## config.mk

```make
export PLATFORM = sky130hd
export DESIGN_NAME = cks_stream_unit
export DESIGN_NICKNAME = d
export VERILOG_FILES = /design/src/rtl/cks_pkg.sv /design/src/rtl/cks_frame_ctl.sv /design/src/rtl/cks_accum.sv /design/src/rtl/cks_result.sv /design/src/rtl/cks_stream_unit.sv
export SDC_FILE = /design/constraint.sdc
export NUM_CORES = 1
export LEC_CHECK = 0
export BUFFER_PORTS_ARGS = -buffer_cell sky130_fd_sc_hd__buf_2
export CAP_MARGIN = 20
export CELL_PAD_IN_SITES_DETAIL_PLACEMENT = 0
export CELL_PAD_IN_SITES_GLOBAL_PLACEMENT = 1
export CORE_MARGIN = 5
export CORE_UTILIZATION = 39
export DETAILED_ROUTE_END_ITERATION = 12
export PLACE_DENSITY = 0.85
export SKIP_LAST_GASP = 1
export SYNTH_ARGS = -nofsm -noshare
export SYNTH_HDL_FRONTEND = slang
export SYNTH_SLANG_ARGS = --single-unit
```

## constraint.sdc

```tcl
create_clock -name clk -period 3.2 [get_ports clk]
set_clock_uncertainty 0.1 [all_clocks]
set_input_delay 0.32 -clock clk [delete_from_list [all_inputs] [get_ports clk]]
set_output_delay 0.32 -clock clk [all_outputs]
set_load 0.005 [all_outputs]
```

## src/rtl/cks_pkg.sv

```systemverilog
package cks_pkg;
  typedef enum logic {
    MODE_GEN = 1'b0,
    MODE_CHK = 1'b1
  } cks_mode_e;
endpackage

```

## src/rtl/cks_frame_ctl.sv

```systemverilog
module cks_frame_ctl
  import cks_pkg::*;
(
  input  logic      clk,
  input  logic      rst,
  input  logic      start_i,
  input  logic      valid_i,
  input  logic      last_i,
  input  logic      mode_i,
  output logic      first_o,
  output cks_mode_e mode_o
);
  logic      open_q;
  cks_mode_e mode_q;

  // a beat opens a frame when none is open or a start pulse is present
  assign first_o = start_i | ~open_q;
  assign mode_o  = first_o ? cks_mode_e'(mode_i) : mode_q;

  always_ff @(posedge clk) begin
    if (rst) begin
      open_q <= 1'b0;
      mode_q <= MODE_GEN;
    end else if (valid_i) begin
      open_q <= ~last_i;
      mode_q <= mode_o;
    end else if (start_i) begin
      open_q <= 1'b0;
    end
  end

  // mode is locked while a frame is open and no start arrives
  a_r8_mode_locked: assert property (@(posedge clk) disable iff (rst)
    (valid_i && !last_i) |=> (!start_i -> (mode_o == $past(mode_o))));
endmodule

```

## src/rtl/cks_accum.sv

```systemverilog
module cks_accum #(
  parameter int WORD_W = 16
) (
  input  logic              clk,
  input  logic              rst,
  input  logic              first_i,
  input  logic              valid_i,
  input  logic [WORD_W-1:0] word_i,
  output logic [WORD_W-1:0] sum_o
);
  logic [WORD_W-1:0] acc_q;
  logic [WORD_W-1:0] base;

  assign base  = first_i ? '0 : acc_q;
  assign sum_o = base + word_i;

  always_ff @(posedge clk) begin
    if (rst)          acc_q <= '0;
    else if (valid_i) acc_q <= sum_o;
  end

  // idle cycles leave the running total alone
  a_r9_idle_no_add: assert property (@(posedge clk) disable iff (rst)
    !valid_i |=> $stable(acc_q));
endmodule

```

## src/rtl/cks_result.sv

```systemverilog
module cks_result
  import cks_pkg::*;
#(
  parameter int WORD_W = 16
) (
  input  logic              clk,
  input  logic              rst,
  input  logic              fire_i,
  input  cks_mode_e         mode_i,
  input  logic [WORD_W-1:0] sum_i,
  output logic              done_o,
  output logic [WORD_W-1:0] word_o,
  output logic              pass_o,
  output logic              err_o
);
  logic zero_total;
  assign zero_total = ~|sum_i;

  always_ff @(posedge clk) begin
    if (rst) begin
      done_o <= 1'b0;
      word_o <= '0;
      pass_o <= 1'b0;
      err_o  <= 1'b0;
    end else begin
      done_o <= fire_i;
      if (fire_i) begin
        if (mode_i == MODE_GEN) begin
          word_o <= ~sum_i + 1'b1;
          pass_o <= 1'b0;
          err_o  <= 1'b0;
        end else begin
          word_o <= sum_i;
          pass_o <= zero_total;
          err_o  <= ~zero_total;
        end
      end
    end
  end

  // pass and error are never raised together
  a_r4_flags_exclusive: assert property (@(posedge clk) disable iff (rst)
    !(pass_o && err_o));
  // a passing frame always reports a zero residue
  a_r3_pass_zero: assert property (@(posedge clk) disable iff (rst)
    pass_o |-> (word_o == '0));
endmodule

```

## src/rtl/cks_stream_unit.sv

```systemverilog
module cks_stream_unit
  import cks_pkg::*;
#(
  parameter int WORD_W = 16
) (
  input  logic              clk,
  input  logic              rst,
  input  logic              start,
  input  logic              mode_in,
  input  logic              in_valid,
  input  logic              in_last,
  input  logic [WORD_W-1:0] in_word,
  output logic              out_done,
  output logic [WORD_W-1:0] out_word,
  output logic              out_pass,
  output logic              out_err
);
  logic              first;
  cks_mode_e         mode_eff;
  logic [WORD_W-1:0] sum_next;
  logic              fire;

  assign fire = in_valid & in_last;

  cks_frame_ctl u_ctl (
    .clk    (clk),
    .rst    (rst),
    .start_i(start),
    .valid_i(in_valid),
    .last_i (in_last),
    .mode_i (mode_in),
    .first_o(first),
    .mode_o (mode_eff)
  );

  cks_accum #(.WORD_W(WORD_W)) u_acc (
    .clk    (clk),
    .rst    (rst),
    .first_i(first),
    .valid_i(in_valid),
    .word_i (in_word),
    .sum_o  (sum_next)
  );

  cks_result #(.WORD_W(WORD_W)) u_res (
    .clk   (clk),
    .rst   (rst),
    .fire_i(fire),
    .mode_i(mode_eff),
    .sum_i (sum_next),
    .done_o(out_done),
    .word_o(out_word),
    .pass_o(out_pass),
    .err_o (out_err)
  );

  // a last beat is answered by done one cycle later
  a_r5_done_after_last: assert property (@(posedge clk) disable iff (rst)
    (in_valid && in_last) |=> out_done);
  // done never appears without a preceding last beat
  a_r5_done_cause: assert property (@(posedge clk) disable iff (rst)
    out_done |-> $past(in_valid && in_last));
  // results hold between strobes
  a_r9_hold: assert property (@(posedge clk) disable iff (rst)
    !out_done |-> $stable({out_word, out_pass, out_err}));
endmodule

```

# Yosys cells after proc, flatten, opt, wreduce, memory -nomap -nowiden
# Index checks and enable logic that the tools add are counted.
# Widths: inputs -> output; s select.
# totals
out_inout_bits,19
rom_bits,0
ram_bits,0
elab_cells,24
latch_bits,0
input_bits,22
memories,0
register_bits,37
# op_classes
mux,7
multipliers,0
n_shift,0
magnitude_cmp,0
eq_ne,0
n_bitwise,5
reduce_logical,3
n_div,0
add_sub_neg,2
# op_table
op,n
$mux 16,2
$add 16x1->16 const B,1
$add 16x16->16,1
$not 16->16,1
$reduce_or 16->1,1
$mux 1,5
$not 1->1,2
$reduce_bool 2->1,1
$and 1x1->1,1
$logic_not 1->1,1
$or 1x1->1,1

# Longest topological paths before layout
# Gate-level depths: netlist of run 1.
# depth
depth_word,7
mapped_depth,14

# Cells and area by module
# A second synthesis of run 1 with hierarchy kept.
# unflattened
cells_unflattened,311
area_unflattened_um2,2672.6
# modules_own_cells
module,instances,area_each_um2,cells_each
cks_accum,1,1525.2,185
cks_result,1,1038.5,116
cks_frame_ctl,1,102.6,9
cks_stream_unit,1,6.3,1

# Worst setup path after synthesis of run 1
# No wires, ideal clock.
# synth_timing
path_type,input to register
startpoint,in start
endpoint,reg u_res.err_o
setup_slack_ps,-139
arrival_ps,3125
n_path_buf,2
setup_ps,114
stages,13
t_required_ps,2986
cell_sequence,nor2b_1 > clkbuf_1 > clkbuf_1 > and2_1 > ha_1 > a211oi_2 > o21bai_2 > a211o_1 > o221a_4 > or3_4 > a211oi_4 > nand3b_1 > a21o_1
# synth_between
elab_chain_len,5
# synth_lines
element,line,rtl
start: declaration,cks_stream_unit.sv:8,"input logic start,"
$or 1x1->1 (*),cks_frame_ctl.sv:17,assign first_o = start_i | ~open_q;
$mux 16,cks_accum.sv:14,assign base = first_i ? '0 : acc_q;
$add 16x16->16,cks_accum.sv:15,assign sum_o = base + word_i;
$reduce_or 16->1,cks_result.sv:17,assign zero_total = ~|sum_i;
$mux 1 (*),cks_result.sv:28,if (mode_i == MODE_GEN) begin
end signal: assignment,cks_result.sv:35,err_o <= ~zero_total;
end: declaration,cks_result.sv:14,output logic err_o
# Every way passes the cells marked *; elsewhere a longest branch is shown, timed or not.
# A chain may end at the register's enable or synchronous reset.

# Final worst setup path of run 1
# layout_timing
startpoint,reg u_ctl.open_q
endpoint,reg u_res.err_o
# layout_between
elab_chain_len,6
# layout_lines
element,line,rtl
start: declaration,cks_frame_ctl.sv:13,logic open_q;
start signal: assignment,cks_frame_ctl.sv:25,open_q <= ~last_i;
$not 1->1 (*),cks_frame_ctl.sv:17,
$or 1x1->1 (*),cks_frame_ctl.sv:17,
$mux 16,cks_accum.sv:14,
$add 16x16->16,cks_accum.sv:15,
$reduce_or 16->1,cks_result.sv:17,
$mux 1 (*),cks_result.sv:28,
# Marks and branches as above.

==> impl_metrics.py, run 1 <==
metrics = {
    "outcome": {
        "outcome": "finished, final reports clean",
    },
    "clocking": {
        "ctsHoldBuffers": 0,
        "cts_max_level": 2,
        "clk_pin_slew_worst_paths_ns": 0.07,
        "cts_tree": "done",
        "cts_buffers": 5,
        "cts.sinks": 37,
        "cts_max_path_buffers": 2,
        "cts_root_buffer": "clkbuf_8",
        "insertion_delay_ns": 0.29,
    },
    "yosys": {
        "ys_warn_count": 0,
        "syn_area_mm2": 0.002729,
        "syn-num-nets": 354,
        "synthArstFlopShare": 0,
        "synthTopCellsByArea": "dfxtp_1, ha_1, nor2_1, mux2i_1, and2_1",
        "yosys.area.top_type": "dfxtp_1",
        "ys_types": 64,
        "synth-seq-cells": 37,
        "avgSynthCellArea_um2": 8.663,
        "seq_area_frac_synth": 0.2714,
        "yosys.area.top_type_share": 0.2714,
        "syn_inst": 315,
        "netlist_top_cells_count": "nor2_1, dfxtp_1, and2_1",
        "synth_edf_count": 0,
        "yosysMostFrequentCell": "nor2_1",
        "ys.flop_type": "dfxtp_1",
    },
    "power": {
        "power_mw": 1.227,
        "peakVddDrop_mv": 0.1596,
        "p_leak_nw": 1.648,
        "powerDensity_mw_per_mm2": 345.7,
    },
    "layout": {
        "syn_to_final_growth_pct": 30.08,
        "multi_input_area_mm2": 0.001999,
        "finalNonFillerCells": 488,
        "drive_gt1_frac": 0.3367,
        "finalNetCount": 430,
        "insertedDiodeCount": 0,
        "nFillCells": 653,
        "seq_area_um2": 742.0,
    },
    "critical_path": {
        "cp.arrival_ns": 3.29,
        "crit_fanout": 9,
        "crit_path_top_delay_cell": "or3_4",
        "crit_buf_inv": 1,
        "critical_path.top_delay_family": "simple AND/OR/NAND/NOR gates",
        "reg2reg_to": "u_res.err_o",
        "rrSetupSlack_ns": 0.008,
        "critical_path.cell_chain": "nor2b_4, buf_4, and2_1, ha_1, or2_1, o31a_1, and2_1, o221a_4, or3_4, a211oi_4, nand3b_1, a21o_1",
        "crit_top_cell": "and2_1",
        "start_kind": "flip-flop",
        "cp-end-kind": "flip-flop",
        "max_stage_delay_ns": 0.34,
        "worst-r2r-cell-count": 12,
        "worstSetupPathType": "flip-flop to flip-flop",
        "r2r-start": "u_ctl.open_q",
        "crit_required_ns": 3.29,
    },
    "routing": {
        "drcViolationCount": 0,
        "firstDrtPassIters": 4,
        "wirelength_mm": 6.571,
        "drt-wirelength-per-cell_um": 13.47,
        "ant_nets": 0,
        "via_count": 2483,
        "drtIter0Drc": 77,
        "vias_per_cell": 5.088,
    },
    "placement": {
        "port-buffer-count": 40,
        "routabilityCongestion": 0.8651,
        "place_hpwl_mm": 5.051,
        "dp.cells": 477,
        "dp_worst_setup_slack_ns": -0.1846,
    },
    "global_route": {
        "antenna_found_initial": 0,
        "grt_first_pass_wirelength_mm": 11.12,
        "grt.overflow.total": 0,
        "track_usage": 0.1553,
        "grt_max_degree": 39,
        "first_global_vias": 2436,
    },
    "floorplan": {
        "die_area_mm2": 0.008770,
        "pin_count": 41,
        "die_x_um": 93.65,
        "core_mm2": 0.006794,
        "die_h_um": 93.65,
        "start_util": 0.4017,
        "rows": 30,
    },
    "sta": {
        "hold_violations": 0,
        "rsz0062_at_grt": "true",
        "finalWorstSetupSlack_ns": 0.007891,
        "period_share": 0.9975,
        "setup_viol": 0,
        "slew_violations": 0,
        "fmax_mhz": 313.3,
        "worstMarginPinSlew_ns": 0.8516,
        "fin_crit_ns": 3.192,
        "relSlewSlack": 0.4322,
    },
    "hold_path": {
        "min_to": "u_ctl.mode_q",
        "hold_path_class": "input port to flip-flop",
        "holdPathStages": 2,
        "min_from": "in_valid",
    },
    "job": {
        "maxCapViolCount": 0,
    },
}
-- cells by family (layout without fill, tap and decap cells) --
logic type	after synthesis	in the layout	synth area share
and+or+nand+nor	121	121	0.2283
adders and majority gates	17	17	0.08070
DFF	37	37	0.2714
buffers and inverters	24	101	0.03668
xor gates and xnor gates	15	15	0.05090
AOI/OAI and AO/OA	85	85	0.2710
muxes	16	16	0.06098
-- placed cells by master, fill, tap and decap left out, types with 4 or more instances in the layout --
cell       n
nor2_1    42
buf_4     42
buf_2     40
dfxtp_1   36
and2_1    17
nand2_1   17
mux2i_1   14
ha_1      14
a211oi_1  13
a21oi_1   12
inv_1      9
o21ai_0    9
xor2_1     7
and3_1     6
nand3_1    6
clkbuf_8   6
a21o_1     5
nor3_1     5
or3_1      5
xnor2_1    5
a211oi_4   4
-- what timing repair did --
item / 4_1_cts / 5_1_grt
hold endpoints to repair: 0 / 0
buffers inserted: 3 / 1
pin swaps: 9 / 13
resized for setup: 6 / 15
endpoints found under the setup margin: 8 / 11
-- per-layer routing --
| metal | vias to the layer above | track usage | share of wire |
|---|---|---|---|
| li1 | 1312 | - | - |
| met1 | 1118 | 0.2165 | 0.52 |
| met2 | 46 | 0.2496 | 0.44 |
| met3 | 7 | 0.01843 | 0.031 |
| met4 | 0 | 0.04934 | 0.015 |
| met5 | - | 0 | 0 |
-- metrics by stage --
| step | util | hold slack, ns | area, um2 | setup TNS, ns |
|---|---|---|---|---|
| after floorplan | - | 0.3482 | 2739 | 0 |
| after global placement | 0.4855 | 0.3389 | 3298 | -0.5304 |
| after detailed placement | 0.4855 | 0.3487 | 3298 | -0.9914 |
| after CTS | 0.5083 | 0.1818 | 3453 | -0.02757 |
| after global routing | 0.5225 | 0.1804 | 3550 | -0.8284 |
| final | 0.5225 | 0.1813 | 3550 | 0 |
-- state kept, by name, indices dropped and copies added, names as in the netlist --
register and flops:
u_acc.acc_q 16, u_res.word_o 16, u_ctl.mode_q 1, u_ctl.open_q 1, u_res.done_o 1, u_res.err_o 1
u_res.pass_o 1
-- power by group --
part / leakage [nW] / internal [mW] / switching [mW] / total, mW
clock: 0.0585 / 0.254 / 0.170 / 0.424
sequential: 0.305 / 0.492 / 0.0141 / 0.506
combinational: 1.28 / 0.141 / 0.156 / 0.297
total: 1.65 / 0.886 / 0.341 / 1.23
-- final cells by class --
cell class                      instances  share of cell area
Sequential cell                        37              0.2090
Clock inverter                          1            0.008460
Inverter                                9            0.009517
Tap cell                               96             0.03384
Clock buffer                            7             0.02432
Multi-Input combinational cell        254              0.5633
Timing Repair Buffer                   84              0.1516
-- worst max-delay path by stage --
| stage | cells past startpoint | slack [ns] | start | end |
|---|---|---|---|---|
| 3_5_place_dp | 14 | -0.18 | start | u_res.word_o[13] |
| 4_1_cts | 12 | -0.03 | u_ctl.open_q | u_res.word_o[13] |
| 5_1_grt | 13 | -0.16 | u_ctl.open_q | u_res.word_o[11] |
| 6_report | 12 | 0.008 | u_ctl.open_q | u_res.err_o |
| 3_3_place_gp | 14 | -0.11 | start | u_res.word_o[13] |
| 2_1_floorplan | 13 | 0.02 | u_ctl.open_q | u_res.word_o[9] |
No activity file was read; power rests on OpenSTA's default activity.
==> inputs of run 2 (changes only) <==
PLACE_DENSITY = 0.73   (was 0.85)
==> run 2 against run 1 <==
Maximum frequency rose by 1.3%. First-iteration DRC count rose by 7.8%. Hold slack improved by 0.17 ns. Flip-flop and latch count did not move. Via count rose by 1.1%. Die area did not move. Largest cell class unchanged.
==> impl_metrics.py, run 2 (synthesis gave the netlist of run 1 again) <==
metrics = {
    "outcome": {
        "outcome": "finished, final reports clean",
    },
    "placement": {
        "place_hpwl_mm": 5.330,
        "dp.cells": 483,
        "dp_worst_setup_slack_ns": -0.1949,
        "dpl_cell_area_mm2": 0.003343,
        "routabilityCongestion": 0.7998,
        "port-buffer-count": 40,
    },
    "sta": {
        "hold_violations": 0,
        "setup_viol": 0,
        "fin_crit_ns": 3.152,
        "worstMarginPinSlew_ns": 0.7043,
        "setup_tns_ns": 0,
        "period_share": 0.9849,
        "fmax_mhz": 317.3,
        "relSlewSlack": 0.5305,
        "finalWorstSetupSlack_ns": 0.04841,
        "rsz0062_at_grt": "true",
        "slew_violations": 0,
    },
    "power": {
        "power_switching_mw": 0.3370,
        "comb_power_share": 0.266,
        "powerDensity_mw_per_mm2": 321.3,
        "p_clk_frac": 0.293,
        "p_sw_frac": 0.2942,
        "peakVddDrop_mv": 0.1467,
        "sequentialPowerShare": 0.441,
        "internal_power_mw": 0.8087,
        "p_leak_nw": 1.645,
    },
    "routing": {
        "drcViolationCount": 0,
        "drt-wirelength-per-cell_um": 13.79,
        "via_count": 2511,
        "firstDrtPassIters": 4,
        "vias_per_cell": 5.073,
        "wirelength_mm": 6.825,
        "drtIter0Drc": 83,
        "ant_nets": 0,
    },
    "layout": {
        "drive_gt1_frac": 0.3509,
        "finalNetCount": 438,
        "insertedDiodeCount": 0,
        "fin_area_mm2": 0.003566,
        "syn_to_final_growth_pct": 30.67,
        "finalNonFillerCells": 495,
        "final_common_cell": "buf_4",
        "final_cell_mix": "buf_4, nor2_1, buf_2",
        "largestRegisters": "u_acc.acc_q x16, u_res.word_o x16",
    },
    "critical_path": {
        "crit_buf_inv": 1,
        "cp.arrival_ns": 3.24,
        "cp-end-kind": "flip-flop",
        "crit_required_ns": 3.29,
        "worstSetupPathType": "flip-flop to flip-flop",
        "crit_top_cell": "a21o_1",
        "reg2reg_to": "u_res.err_o",
        "crit_path_top_delay_cell": "a311o_1",
        "start_kind": "flip-flop",
        "rrSetupSlack_ns": 0.05,
        "critical_path.top_delay_family": "compound AO/OA/AOI/OAI gates",
        "r2r-start": "u_ctl.open_q",
        "crit_fanout": 7,
        "worst-r2r-cell-count": 13,
        "max_stage_delay_ns": 0.40,
        "critical_path.cell_chain": "nor2b_4, and2_1, ha_2, fa_2, a21o_1, a311o_1, a211oi_2, xor2_2, nand2_1, nor3_1, buf_4, nand3b_1, a21o_1",
    },
    "global_route": {
        "grt_max_degree": 39,
        "grt.overflow.total": 0,
        "busiest_layer": "met2",
        "grt_first_pass_wirelength_mm": 11.20,
        "grt_use_met3": 0.02324,
        "first_global_vias": 2325,
        "track_usage": 0.1573,
        "antenna_found_initial": 0,
        "gr-usage-met1": 0.2291,
        "globalRouteMet2Util": 0.2359,
    },
    "hold_path": {
        "hold_path_class": "flip-flop to flip-flop",
        "min_from": "u_res.word_o[7]",
        "holdPathStages": 2,
        "min_to": "u_res.word_o[7]",
    },
    "floorplan": {
        "start_util": 0.4017,
        "die_area_mm2": 0.008770,
        "die_h_um": 93.65,
        "rows": 30,
        "die_x_um": 93.65,
        "pin_count": 41,
        "core_mm2": 0.006794,
    },
    "clocking": {
        "cts_tree": "done",
        "clk_pin_slew_worst_paths_ns": 0.07,
        "cts_max_path_buffers": 2,
        "cts.sinks": 37,
        "cts_max_level": 2,
        "insertion_delay_ns": 0.29,
        "cts_buffers": 5,
        "cts_root_buffer": "clkbuf_8",
    },
    "job": {
        "maxCapViolCount": 0,
    },
}
run 2: cell count changes in the layout (fill, tap and decap cells not counted), moves of 2 or more:
cell | previous run | this run
ha_4 | 2 | 0
buf_6 | 2 | 0
ha_2 | 0 | 3
and2_4 | 3 | 0
and2_1 | 17 | 20
buf_4 | 42 | 52
run 2: timing repair:
item | in CTS | in global routing
setup endpoints to repair | 8 | 12
pin swaps | 8 | 12
endpoints found under the hold margin | 0 | 0
buffers inserted | 4 | 2
cloned | 0 | 0
hold buffers | 0 | 0
resized for setup | 4 | 14
run 2: worst min-delay path, delay by kind of cell, from the launching register on:
family	cells	cell delay, ns
flip-flops	1	0.31
AND/OR/NAND/NOR	1	0.05
AO/OA/AOI/OAI	1	0.05
run 2: routing by layer:
metal | up-vias | routed length, um
met4 | 0 | 82
met5 | - | 0
met3 | 9 | 266
met1 | 1135 | 3533
li1 | 1322 | -
met2 | 45 | 2943
run 2: how the worst max path moves through the flow:
stage,startpoint,to,slack [ns],depth (start not counted)
5_1_grt,u_ctl.open_q,u_res.pass_o,-0.10,14
3_5_place_dp,start,u_res.word_o[13],-0.19,14
4_1_cts,u_ctl.open_q,u_res.word_o[13],-0.04,12
2_1_floorplan,u_ctl.open_q,u_res.word_o[9],0.02,13
6_report,u_ctl.open_q,u_res.err_o,0.05,13
3_3_place_gp,start,u_res.err_o,-0.18,14
run 2: power groups by stage:
| stage | combinational (mW) | clock (mW) | sequential [mW] |
|---|---|---|---|
| final | 0.305 | 0.335 | 0.505 |
| after global routing | 0.337 | 0.367 | 0.509 |
| after CTS | 0.296 | 0.346 | 0.505 |
| after detailed placement | 0.291 | 0 | 0.516 |
| after global placement | 0.287 | 0 | 0.514 |
| after floorplan | 0.182 | 0 | 0.515 |
run 2: per-stage QoR:
stage | power (mW) | util | hold slack [ns]
3_3_place_gp | 0.8017 | 0.4921 | 0.3366
5_1_grt | 1.213 | 0.5249 | 0.3674
4_1_cts | 1.147 | 0.5109 | 0.3537
2_1_floorplan | 0.6976 | - | 0.3482
6_report | 1.146 | 0.5249 | 0.3496
3_5_place_dp | 0.8065 | 0.4921 | 0.3437
run 2: layout make-up:
cell class	count	area (um2)
fillers	681	3228
multi-input cells	254	1991
flip-flops and latches	37	740.7
repair buffers	92	590.6
well taps	96	120.1
clock buffers	6	82.58
inverters	9	33.78
clock inverters	1	7.507
